**src/rtl/term_pkg.sv**
```systemverilog
package term_pkg;
    localparam int unsigned OFF_KBD_CTL  = 32'h0;
    localparam int unsigned OFF_KBD_DATA = 32'h4;
    localparam int unsigned OFF_DSP_CTL  = 32'h8;
    localparam int unsigned OFF_DSP_DATA = 32'hC;
    localparam int unsigned BIT_READY    = 0;
    localparam int unsigned BIT_ENABLE   = 1;
endpackage

```
**src/rtl/term_addr_decode.sv**
```systemverilog
module term_addr_decode #(
    parameter int unsigned ADDR_W = 32,
    parameter int unsigned WIN_W  = 16,
    parameter logic [ADDR_W-1:0] BASE = 32'hFFFF0000
) (
    input  logic [ADDR_W-1:0] addr,
    output logic              kbd_ctl_sel,
    output logic              kbd_dat_sel,
    output logic              dsp_ctl_sel,
    output logic              dsp_dat_sel
);
    import term_pkg::*;

    logic             in_window;
    logic [WIN_W-1:0] offset;

    always_comb begin
        in_window   = (addr[ADDR_W-1:WIN_W] == BASE[ADDR_W-1:WIN_W]);
        offset      = addr[WIN_W-1:0];
        kbd_ctl_sel = in_window && (offset == WIN_W'(OFF_KBD_CTL));
        kbd_dat_sel = in_window && (offset == WIN_W'(OFF_KBD_DATA));
        dsp_ctl_sel = in_window && (offset == WIN_W'(OFF_DSP_CTL));
        dsp_dat_sel = in_window && (offset == WIN_W'(OFF_DSP_DATA));
    end
endmodule

```
**src/rtl/term_rx_chan.sv**
```systemverilog
module term_rx_chan #(
    parameter int unsigned CHAR_W = 8
) (
    input  logic              clk,
    input  logic              rst_n,
    input  logic              ctl_wr,
    input  logic              ie_wval,
    input  logic              data_rd,
    input  logic              in_valid,
    input  logic [CHAR_W-1:0] in_char,
    output logic              ready,
    output logic              ie,
    output logic [CHAR_W-1:0] data
);
    typedef struct packed {
        logic              ready;
        logic              ie;
        logic [CHAR_W-1:0] data;
    } rx_state_t;

    rx_state_t st_d, st_q;

    always_comb begin
        st_d = st_q;
        if (ctl_wr)   st_d.ie    = ie_wval;
        if (data_rd)  st_d.ready = 1'b0;
        if (in_valid) begin
            st_d.ready = 1'b1;
            st_d.data  = in_char;
        end
    end

    always_ff @(posedge clk) begin
        if (!rst_n) st_q <= '0;
        else        st_q <= st_d;
    end

    assign ready = st_q.ready;
    assign ie    = st_q.ie;
    assign data  = st_q.data;


    rx_capture_chk: assert property (@(posedge clk) disable iff (!rst_n)
        in_valid |=> (ready && data == $past(in_char)));


    rx_consume_chk: assert property (@(posedge clk) disable iff (!rst_n)
        (data_rd && !in_valid) |=> !ready);


    rx_overrun_chk: assert property (@(posedge clk) disable iff (!rst_n)
        (ready && in_valid) |=> ready);
endmodule

```
**src/rtl/term_tx_chan.sv**
```systemverilog
module term_tx_chan #(
    parameter int unsigned CHAR_W = 8
) (
    input  logic              clk,
    input  logic              rst_n,
    input  logic              ctl_wr,
    input  logic              ie_wval,
    input  logic              data_wr,
    input  logic [CHAR_W-1:0] wchar,
    input  logic              ack,
    output logic              ready,
    output logic              ie,
    output logic [CHAR_W-1:0] data,
    output logic              out_valid
);
    typedef struct packed {
        logic              ready;
        logic              ie;
        logic [CHAR_W-1:0] data;
    } tx_state_t;

    tx_state_t st_d, st_q;

    always_comb begin
        st_d = st_q;
        if (ctl_wr) st_d.ie = ie_wval;
        if (ack && !st_q.ready) st_d.ready = 1'b1;
        if (data_wr && st_q.ready) begin
            st_d.data  = wchar;
            st_d.ready = 1'b0;
        end
    end

    always_ff @(posedge clk) begin
        if (!rst_n) st_q <= '{ready: 1'b1, ie: 1'b0, data: '0};
        else        st_q <= st_d;
    end

    assign ready     = st_q.ready;
    assign ie        = st_q.ie;
    assign data      = st_q.data;
    assign out_valid = !st_q.ready;


    tx_start_chk: assert property (@(posedge clk) disable iff (!rst_n)
        (data_wr && ready) |=> (!ready && data == $past(wchar)));


    tx_busy_hold_chk: assert property (@(posedge clk) disable iff (!rst_n)
        (data_wr && !ready) |=> $stable(data));


    tx_done_chk: assert property (@(posedge clk) disable iff (!rst_n)
        (ack && !ready) |=> ready);
endmodule

```
**src/rtl/mmio_terminal.sv**
```systemverilog
module mmio_terminal #(
    parameter int unsigned ADDR_W = 32,
    parameter int unsigned DATA_W = 32,
    parameter int unsigned CHAR_W = 8,
    parameter int unsigned WIN_W  = 16,
    parameter logic [ADDR_W-1:0] BASE = 32'hFFFF0000
) (
    input  logic              clk,
    input  logic              rst_n,
    input  logic [ADDR_W-1:0] bus_addr,
    input  logic              bus_re,
    input  logic              bus_we,
    input  logic [DATA_W-1:0] bus_wdata,
    output logic [DATA_W-1:0] bus_rdata,
    input  logic              kbd_valid,
    input  logic [CHAR_W-1:0] kbd_char,
    output logic              disp_valid,
    output logic [CHAR_W-1:0] disp_char,
    input  logic              disp_ack,
    output logic              irq
);
    import term_pkg::*;

    logic kbd_ctl_sel, kbd_dat_sel, dsp_ctl_sel, dsp_dat_sel;
    logic kbd_ready, kbd_ie, dsp_ready, dsp_ie;
    logic [CHAR_W-1:0] kbd_data, dsp_data;

    term_addr_decode #(.ADDR_W(ADDR_W), .WIN_W(WIN_W), .BASE(BASE)) u_dec (
        .addr        (bus_addr),
        .kbd_ctl_sel (kbd_ctl_sel),
        .kbd_dat_sel (kbd_dat_sel),
        .dsp_ctl_sel (dsp_ctl_sel),
        .dsp_dat_sel (dsp_dat_sel)
    );

    term_rx_chan #(.CHAR_W(CHAR_W)) u_rx (
        .clk      (clk),
        .rst_n    (rst_n),
        .ctl_wr   (bus_we && kbd_ctl_sel),
        .ie_wval  (bus_wdata[BIT_ENABLE]),
        .data_rd  (bus_re && kbd_dat_sel),
        .in_valid (kbd_valid),
        .in_char  (kbd_char),
        .ready    (kbd_ready),
        .ie       (kbd_ie),
        .data     (kbd_data)
    );

    term_tx_chan #(.CHAR_W(CHAR_W)) u_tx (
        .clk       (clk),
        .rst_n     (rst_n),
        .ctl_wr    (bus_we && dsp_ctl_sel),
        .ie_wval   (bus_wdata[BIT_ENABLE]),
        .data_wr   (bus_we && dsp_dat_sel),
        .wchar     (bus_wdata[CHAR_W-1:0]),
        .ack       (disp_ack),
        .ready     (dsp_ready),
        .ie        (dsp_ie),
        .data      (dsp_data),
        .out_valid (disp_valid)
    );

    always_comb begin
        bus_rdata = '0;
        if (bus_re) begin
            if (kbd_ctl_sel) begin
                bus_rdata[BIT_READY]  = kbd_ready;
                bus_rdata[BIT_ENABLE] = kbd_ie;
            end
            if (dsp_ctl_sel) begin
                bus_rdata[BIT_READY]  = dsp_ready;
                bus_rdata[BIT_ENABLE] = dsp_ie;
            end
            if (kbd_dat_sel) bus_rdata[CHAR_W-1:0] = kbd_data;
            if (dsp_dat_sel) bus_rdata[CHAR_W-1:0] = dsp_data;
        end
    end

    assign disp_char = dsp_data;
    assign irq       = (kbd_ready && kbd_ie) || (dsp_ready && dsp_ie);


    rx_upper_zero_chk: assert property (@(posedge clk) disable iff (!rst_n)
        (bus_re && kbd_dat_sel) |-> (bus_rdata[DATA_W-1:CHAR_W] == '0));


    idle_read_zero_chk: assert property (@(posedge clk) disable iff (!rst_n)
        !bus_re |-> (bus_rdata == '0));


    irq_on_kbd_chk: assert property (@(posedge clk) disable iff (!rst_n)
        (kbd_valid && kbd_ie && !(bus_we && kbd_ctl_sel)) |=> irq);
endmodule

```
**config.mk**
```make
export PLATFORM = sky130hd
export DESIGN_NAME = mmio_terminal
export DESIGN_NICKNAME = d
export VERILOG_FILES = /design/src/rtl/term_pkg.sv /design/src/rtl/term_addr_decode.sv /design/src/rtl/term_rx_chan.sv /design/src/rtl/term_tx_chan.sv /design/src/rtl/mmio_terminal.sv
export SDC_FILE = /design/constraint.sdc
export NUM_CORES = 1
export LEC_CHECK = 0
export BUFFER_PORTS_ARGS = -buffer_cell sky130_fd_sc_hd__buf_2
export CAP_MARGIN = 0
export CORE_MARGIN = 2
export CORE_UTILIZATION = 39
export DETAILED_ROUTE_END_ITERATION = 8
export HOLD_SLACK_MARGIN = 0.02
export PLACE_DENSITY = 0.92
export SLEW_MARGIN = 20
export SYNTH_ARGS = -nofsm -noshare
export SYNTH_HDL_FRONTEND = slang
export SYNTH_SLANG_ARGS = --single-unit
```
**constraint.sdc**
```tcl
create_clock -name clk -period 3.4 [get_ports clk]
set_clock_uncertainty 0.1 [all_clocks]
set_input_delay 0.68 -clock clk [delete_from_list [all_inputs] [get_ports clk]]
set_output_delay 0.68 -clock clk [all_outputs]
set_load 0.02 [all_outputs]
```
==> results.md, run 1 <==
## Yosys
* **Post-synth EDFFs** 0
* **cell type with the highest aggregate area in the netlist** sky130_fd_sc_hd__dfxtp_1
* **area share of fa/ha/maj cells after synthesis** 0%
* **simple-gate area share of the yosys netlist** 24.8%
* **mux cell area share after synthesis** 22.9%
* **sequential cell area fraction in the yosys report** 32.1%
* **synthesized instance count** 138
* **dominant combinational cell family by area after synthesis** simple AND/OR/NAND/NOR gates
* **area fraction in compound gates after synthesis** 2.41%
* **most used flip-flop cell after synthesis** sky130_fd_sc_hd__dfxtp_1
* **Synth Area per Inst** 9.03 µm²
* **fraction of registers with async set/reset** 0%
* **count of yosys warnings during synthesis** 0
* **fraction of synthesized cell area taken by the top area cell type** 32.1%
* **post-synthesis sequential element count** 20
* **area share of xor/xnor cells in the synthesized design** 0%
* **Netlist Area Pre-Place** 1250 µm²
* **cell types occupying the most area after synthesis** sky130_fd_sc_hd__dfxtp_1 (32%), sky130_fd_sc_hd__mux2i_1 (19%), sky130_fd_sc_hd__buf_4 (14%), sky130_fd_sc_hd__nand2_1 (6.0%), sky130_fd_sc_hd__nor2b_1 (4.0%)
* **post-synth cell types** 26

## Floorplan
* **Die Width** 60.5 µm
* **total core area** 3050 µm²
* **number of rows created at floorplan** 20
* **top-level port count** 120
* **die outline area** 3660 µm²
* **initial standard-cell utilization of the core** 40.8%
* **chip height** 60.5 µm

## STA
* **time the worst path needs with I/O delays and setup** 3110 ps
* **summed negative setup slack over all endpoints** 0 ps
* **crit share post-route** 91.4%
* **final count of hold timing violations** 0
* **post-layout worst setup margin** 292 ps
* **fin. max-slew vios** 0
* **final number of setup-violating endpoints** 0
* **achievable clock frequency** 0.322 GHz
* **unrepaired setup endpoints after global routing** false

## Clock tree
* **CTS tree** yes
* **Resized cells post-CTS** 0
* **clock latency on the worst-skew pair** 290 ps
* **# clock sinks** 20
* **CTS clk-pin slew, worst paths** 100 ps
* **number of buffers inserted by post-CTS setup repair** 0
* **level count of the clock H-tree** 1
* **root buffer cell** sky130_fd_sc_hd__clkbuf_4
* **clock buffers created by TritonCTS** 3
* **clk buf depth** 2
* **number of hold-repair buffers added at the cts stage** 0

## Finish
* **antenna diode count** 0
* **layout cell share with drive strength beyond 1** 39.1%
* **number of inserted filler cells in the final layout** 314
* **multi-input combinational cell area** 714 µm²
* **summed area of non-filler cells in the final layout** 1570 µm²
* **sequential standard cell area** 400 µm²
* **most frequent cells in the layout** sky130_fd_sc_hd__buf_2 (71), sky130_fd_sc_hd__mux2i_1 (24), sky130_fd_sc_hd__conb_1 (24)
* **utilization after layout** 51.4%
* **relative area change from synthesis to final layout** 26.0%
* **nets** 287
* **most common library cell in the layout ignoring fill and taps** sky130_fd_sc_hd__buf_2

## Setup path
* **Worst Setup Start Kind** input pin
* **worst-case register-to-register setup slack** 2070 ps
* **maximum fanout count along the critical path** 7
* **data arrival time of the critical path** 2330 ps
* **Crit. End Element** output port
* **critical path start-end classification** in -> out
* **required time reported for the critical path endpoint** 2620 ps

## Worst hold path
* **worst hold path type** reg -> reg

## Placed design
* **count of buffers inserted at the top-level ports** 71
* **detailed placer's ending HPWL** 2.16 mm
* **global placer's final weighted congestion** 0.713
* **cell area reported after detailed placement** 1550 µm²
* **worst slack after detailed placement** 293 ps

## Power
* **pwr dens** 279 nW/µm²
* **clock group share of total power** 24.2%
* **sequential group share of total power** 55.6%
* **share of power burned in combinational logic** 20.1%
* **cell internal power dissipation** 320 µW
* **leakage component of the power** 0.000804 µW
* **Switching Fraction** 27.1%
* **sw power** 119 µW
* **Worst IR Drop VDD** 0.174 mV

## Routing
* **number of search-and-repair iterations in the first detailed-routing pass** 5
* **number of violations reported at the end of detailed-routing iteration 0** 7
* **Routed wire per std cell** 10.7 µm
* **total wirelength of the detailed-routed design** 2.69 mm
* **vias per std cell** 4.54
* **via count** 1140
* **number of remaining DRC errors** 0
* **residual antenna-violating net count after detailed routing** 0

## Run status
* **result of the run** finished, final reports clean

## Run
* **max-cap check violation count** 0

## Global routing
* **maximum number of pins on one net before global-route repair** 29
* **number of antenna violations at the first check in global routing** 0
* **global route overflow** 0
* **via count of the first global-routing pass** 1013
* **first-pass GRT wire length** 4.21 mm
* **GR Util All Layers** 14.9%

final timing paths:
path	start	to	cells after the start
hold / removal	u_tx.data[1]$_SDFFE_PN0P_	u_tx.data[1]$_SDFFE_PN0P_	2
hold reg to reg	u_tx.data[1]$_SDFFE_PN0P_	u_tx.data[1]$_SDFFE_PN0P_	2
setup reg to reg	u_tx.ready$_SDFFE_PN1P_	u_tx.data[3]$_SDFFE_PN0P_	4
setup / recovery	bus_addr[1]	bus_rdata[3]	7
power by group through the flow:
| stage | combinational, µW | sequential (µW) | clock, µW |
|---|---|---|---|
| 2_1_floorplan | 75.7 | 248 | 0 |
| 3_3_place_gp | 86.8 | 249 | 0 |
| 3_5_place_dp | 88.4 | 249 | 0 |
| 4_1_cts | 88.4 | 244 | 113 |
| 5_1_grt | 99.1 | 245 | 121 |
| 6_report | 88.2 | 244 | 106 |
flip-flops by register name, indices dropped and copies added (netlist names):
signal and cells:
u_tx.ie 1, u_rx.ie 1, u_tx.data 8, u_tx.ready 1
u_rx.ready 1, u_rx.data 8
per-layer routing:
layer / up-vias / GRT usage (%) / part of all wire [%]
met4: 0 / 5.59 / 0.33
li1: 574 / - / -
met3: 2 / 2.56 / 11
met2: 64 / 26.6 / 47
met5: - / 0 / 0
met1: 500 / 18.1 / 41
stage by stage:
stage / hold slack [ps] / instances / total power [µW]
global placement: 357 / 248 / 336
finish: 378 / 251 / 439
global route: 412 / 251 / 466
detailed placement: 365 / 248 / 338
CTS: 382 / 251 / 445
floorplan: 344 / 161 / 324
synthesized netlist by cell type, types with 2 or more instances:
cell type	count
sky130_fd_sc_hd__nor4_1	3
sky130_fd_sc_hd__nand4_1	4
sky130_fd_sc_hd__mux4_2	2
sky130_fd_sc_hd__buf_4	24
sky130_fd_sc_hd__clkbuf_1	4
sky130_fd_sc_hd__and3_1	2
sky130_fd_sc_hd__and4_1	2
sky130_fd_sc_hd__nor2_1	9
sky130_fd_sc_hd__nand2_1	20
sky130_fd_sc_hd__dfxtp_1	20
sky130_fd_sc_hd__or4_4	2
sky130_fd_sc_hd__inv_1	2
sky130_fd_sc_hd__mux2i_1	24
sky130_fd_sc_hd__nor2b_1	8
cell type report:
class                   instances  area share [%]
multi-input cells             109            45.5
inverters                       2           0.478
repair buffers                 73            23.6
clock buffers                   3            1.43
flip-flops and latches         20            25.5
well taps                      44            3.51
cells by family (layout without fill, tap and decap cells):
kind of cell           count (synthesis)  count (layout)
AO/OA/AOI/OAI                          4               4
multiplexers                          26              26
flip-flops                            20              20
other                                  1              24
buffers and inverters                 32              78
AND/OR/NAND/NOR                       55              55
worst max-delay path, cell delays in order:
cell	delay [ps]
sky130_fd_sc_hd__buf_2	90
sky130_fd_sc_hd__or4_4	520
sky130_fd_sc_hd__nor4_1	410
sky130_fd_sc_hd__nand4_1	150
sky130_fd_sc_hd__buf_4	190
sky130_fd_sc_hd__nor2_1	110
sky130_fd_sc_hd__buf_2	170
Power figures use the tool's default switching activity.
==> inputs of run 2 (changes only) <==
- CORE_UTILIZATION: 39 -> 40
- SYNTH_HIERARCHICAL: default -> 1
==> results.md, run 2 <==
## Yosys
* **most used flip-flop cell after synthesis** sky130_fd_sc_hd__dfxtp_1
* **post-synth cell types** 31, +19%
* **Synth Area per Inst** 8.73 µm², -3.3%
* **dominant cell by count in the synthesized netlist** sky130_fd_sc_hd__buf_4
* **synthesized instance count** 152, +10%
* **Post-synth EDFFs** 0, unchanged
* **fraction of synthesized cell area taken by the top area cell type** 30.2%, -2.0 points
* **post-synthesis sequential element count** 20, unchanged
* **Netlist Area Pre-Place** 1330 µm², +6.5%
* **sequential cell area fraction in the yosys report** 30.2%, -2.0 points
* **cell types occupying the most area after synthesis** sky130_fd_sc_hd__dfxtp_1 (30%), sky130_fd_sc_hd__buf_4 (15%), sky130_fd_sc_hd__mux2i_1 (7.5%), sky130_fd_sc_hd__nor2b_1 (7.1%), sky130_fd_sc_hd__o21ai_2 (5.9%)
* **fraction of registers with async set/reset** 0%, unchanged
* **count of yosys warnings during synthesis** 6, +6
* **most used standard cells in the synthesized netlist** sky130_fd_sc_hd__buf_4 (26), sky130_fd_sc_hd__dfxtp_1 (20), sky130_fd_sc_hd__nor2b_1 (15), sky130_fd_sc_hd__nand2_1 (13), sky130_fd_sc_hd__nand4_1 (12)
* **cell type with the highest aggregate area in the netlist** sky130_fd_sc_hd__dfxtp_1

## Finish
* **layout cell share with drive strength beyond 1** 41.1%, +2.0 points
* **most frequent cells in the layout** sky130_fd_sc_hd__buf_2 (71), sky130_fd_sc_hd__conb_1 (24), sky130_fd_sc_hd__dfxtp_1 (20)
* **relative area change from synthesis to final layout** 21.8%
* **nets** 299, +4.2%
* **number of inserted filler cells in the final layout** 321, +2.2%
* **most common library cell in the layout ignoring fill and taps** sky130_fd_sc_hd__buf_2
* **antenna diode count** 0, unchanged
* **summed area of non-filler cells in the final layout** 1620 µm², +2.9%

## Clock tree
* **number of hold-repair buffers added at the cts stage** 0, unchanged
* **Resized cells post-CTS** 0, unchanged
* **clock buffers created by TritonCTS** 3, unchanged
* **CTS clk-pin slew, worst paths** 100 ps, about the same
* **clk buf depth** 2, unchanged
* **number of buffers inserted by post-CTS setup repair** 0, unchanged
* **root buffer cell** sky130_fd_sc_hd__clkbuf_4
* **level count of the clock H-tree** 1, unchanged
* **CTS tree** yes
* **# clock sinks** 20, unchanged
* **clock latency on the worst-skew pair** 290 ps, about the same

## Setup path
* **required time reported for the critical path endpoint** 2620 ps, about the same
* **count of cell instances traversed by the critical path** 8, +1
* **Worst Setup Start Kind** input pin
* **slowest stage cell, crit path** sky130_fd_sc_hd__or4_4
* **Buf/Inv on CP** 2, -1
* **most frequent CP cell** sky130_fd_sc_hd__buf_2
* **data arrival time of the critical path** 2400 ps, +70 ps
* **worst-case register-to-register setup slack** 2200 ps, +130 ps
* **critical path start-end classification** in -> out
* **Worst path top cell family by delay** simple AND/OR/NAND/NOR gates
* **cell-by-cell listing of the critical path** buf_2 > or4_4 > nor2_2 > and4_1 > and2b_1 > a22oi_1 > nor2b_1 > buf_2
* **maximum single-stage delay on the critical path** 520 ps, about the same
* **Crit. End Element** output port
* **number of cells on the worst reg-to-reg path** 2, -2
* **maximum fanout count along the critical path** 6, -1

## Worst hold path
* **Hold Path Depth** 2, unchanged
* **worst hold path type** reg -> reg

## Run
* **max-cap check violation count** 0, unchanged

## STA
* **fin. max-slew vios** 0, unchanged
* **final count of hold timing violations** 0, unchanged
* **final number of setup-violating endpoints** 0, unchanged
* **time the worst path needs with I/O delays and setup** 3180 ps, +67.8 ps
* **crit share post-route** 93.4%, +2.0 points
* **unrepaired setup endpoints after global routing** false
* **summed negative setup slack over all endpoints** 0 ps, unchanged
* **achievable clock frequency** 0.315 GHz, -2.1%

## Floorplan
* **initial standard-cell utilization of the core** 42.8%, +2.0 points
* **chip height** 61.6 µm, +1.8%
* **total core area** 3100 µm², +1.6%
* **die outline area** 3800 µm², +3.6%
* **top-level port count** 120, unchanged
* **number of rows created at floorplan** 20, unchanged
* **Die Width** 61.6 µm, +1.8%

## Global routing
* **GR Util All Layers** 16.5%, +1.6 points
* **via count of the first global-routing pass** 1142, +13%
* **number of antenna violations at the first check in global routing** 0, unchanged
* **global route overflow** 0, unchanged
* **maximum number of pins on one net before global-route repair** 29, unchanged
* **first-pass GRT wire length** 4.82 mm, +15%

## Power
* **pwr dens** 265 nW/µm², -5.0%
* **Worst IR Drop VDD** 0.219 mV, +26%
* **leakage component of the power** 0.000778 µW, -3.1%

## Placed design
* **count of buffers inserted at the top-level ports** 71, unchanged
* **global placer's final weighted congestion** 0.755, +5.8%
* **detailed placer's ending HPWL** 2.36 mm, +9.2%
* **cell area reported after detailed placement** 1590 µm², +3.0%

## Routing
* **Routed wire per std cell** 11.0 µm, +2.6%
* **via count** 1237, +8.5%
* **number of search-and-repair iterations in the first detailed-routing pass** 4, -1
* **number of remaining DRC errors** 0, unchanged
* **residual antenna-violating net count after detailed routing** 0, unchanged
* **number of violations reported at the end of detailed-routing iteration 0** 59, +52
* **vias per std cell** 4.70, +3.6%
* **total wirelength of the detailed-routed design** 2.90 mm, +7.5%

## Run status
* **result of the run** finished, final reports clean

[run 2: tightest hold or removal path: cells and delay by family, from the launching register on]
kind | cells | cell delay [ps]
flip-flops | 1 | 340
AO/OA/AOI/OAI | 1 | 50
AND/OR/NAND/NOR | 1 | 70
[run 2: cell type report]
| type | count | area, µm² | area share, % |
|---|---|---|---|
| inverters | 2 | 7.51 | 0.464 |
| multi-input cells | 122 | 768 | 47.5 |
| clock buffers | 3 | 22.5 | 1.39 |
| repair buffers | 72 | 363 | 22.4 |
| flip-flops and latches | 20 | 400 | 24.8 |
| well taps | 44 | 55.1 | 3.41 |
[run 2: kinds of logic (layout without fill, tap and decap cells)]
logic type / after synthesis / count (layout) / synth area share, %
and+or+nand+nor: 65 / 65 / 30.2
buffers and inverters: 33 / 77 / 18.5
AOI/OAI and AO/OA: 23 / 23 / 13.4
DFF: 20 / 20 / 30.2
muxes: 10 / 10 / 7.54
other: 1 / 24 / 0.282
[run 2: path summary, 6_finish.rpt]
kind | startpoint | to
max reg2reg | u_tx/ready$_SDFFE_PN1P_ | u_tx/ready$_SDFFE_PN1P_
max | bus_addr[6] | bus_rdata[7]
min | u_tx/data[3]$_SDFFE_PN0P_ | u_tx/data[3]$_SDFFE_PN0P_
min reg2reg | u_tx/data[3]$_SDFFE_PN0P_ | u_tx/data[3]$_SDFFE_PN0P_
[run 2: stage by stage]
step	utilization (%)	std cells	hold slack (ps)	setup WS, ps	power (µW)
final	52.1	263	387	224	429
after CTS	52.1	263	391	218	435
after global routing	52.1	263	415	71.2	455
after floorplan	-	175	383	449	315
after global placement	51.4	260	368	244	327
after detailed placement	51.4	260	375	224	329
[run 2: metal layers]
layer  share of wire (%)  GRT usage, %  wire [µm]  up-vias
met3                 6.4          4.20        186        2
met2                  50          29.8       1460       52
li1                    -             -          -      628
met5                   0             0          0        -
met1                  43          20.3       1240      555
met4                0.28          2.13          8        0
[run 2: where the power goes]
part           switching (µW)  leakage (µW)  internal, µW
combinational            46.0      0.000602          33.0
clock                    63.9     0.0000138          41.2
sequential               4.06      0.000163           241
total                     114      0.000778           315
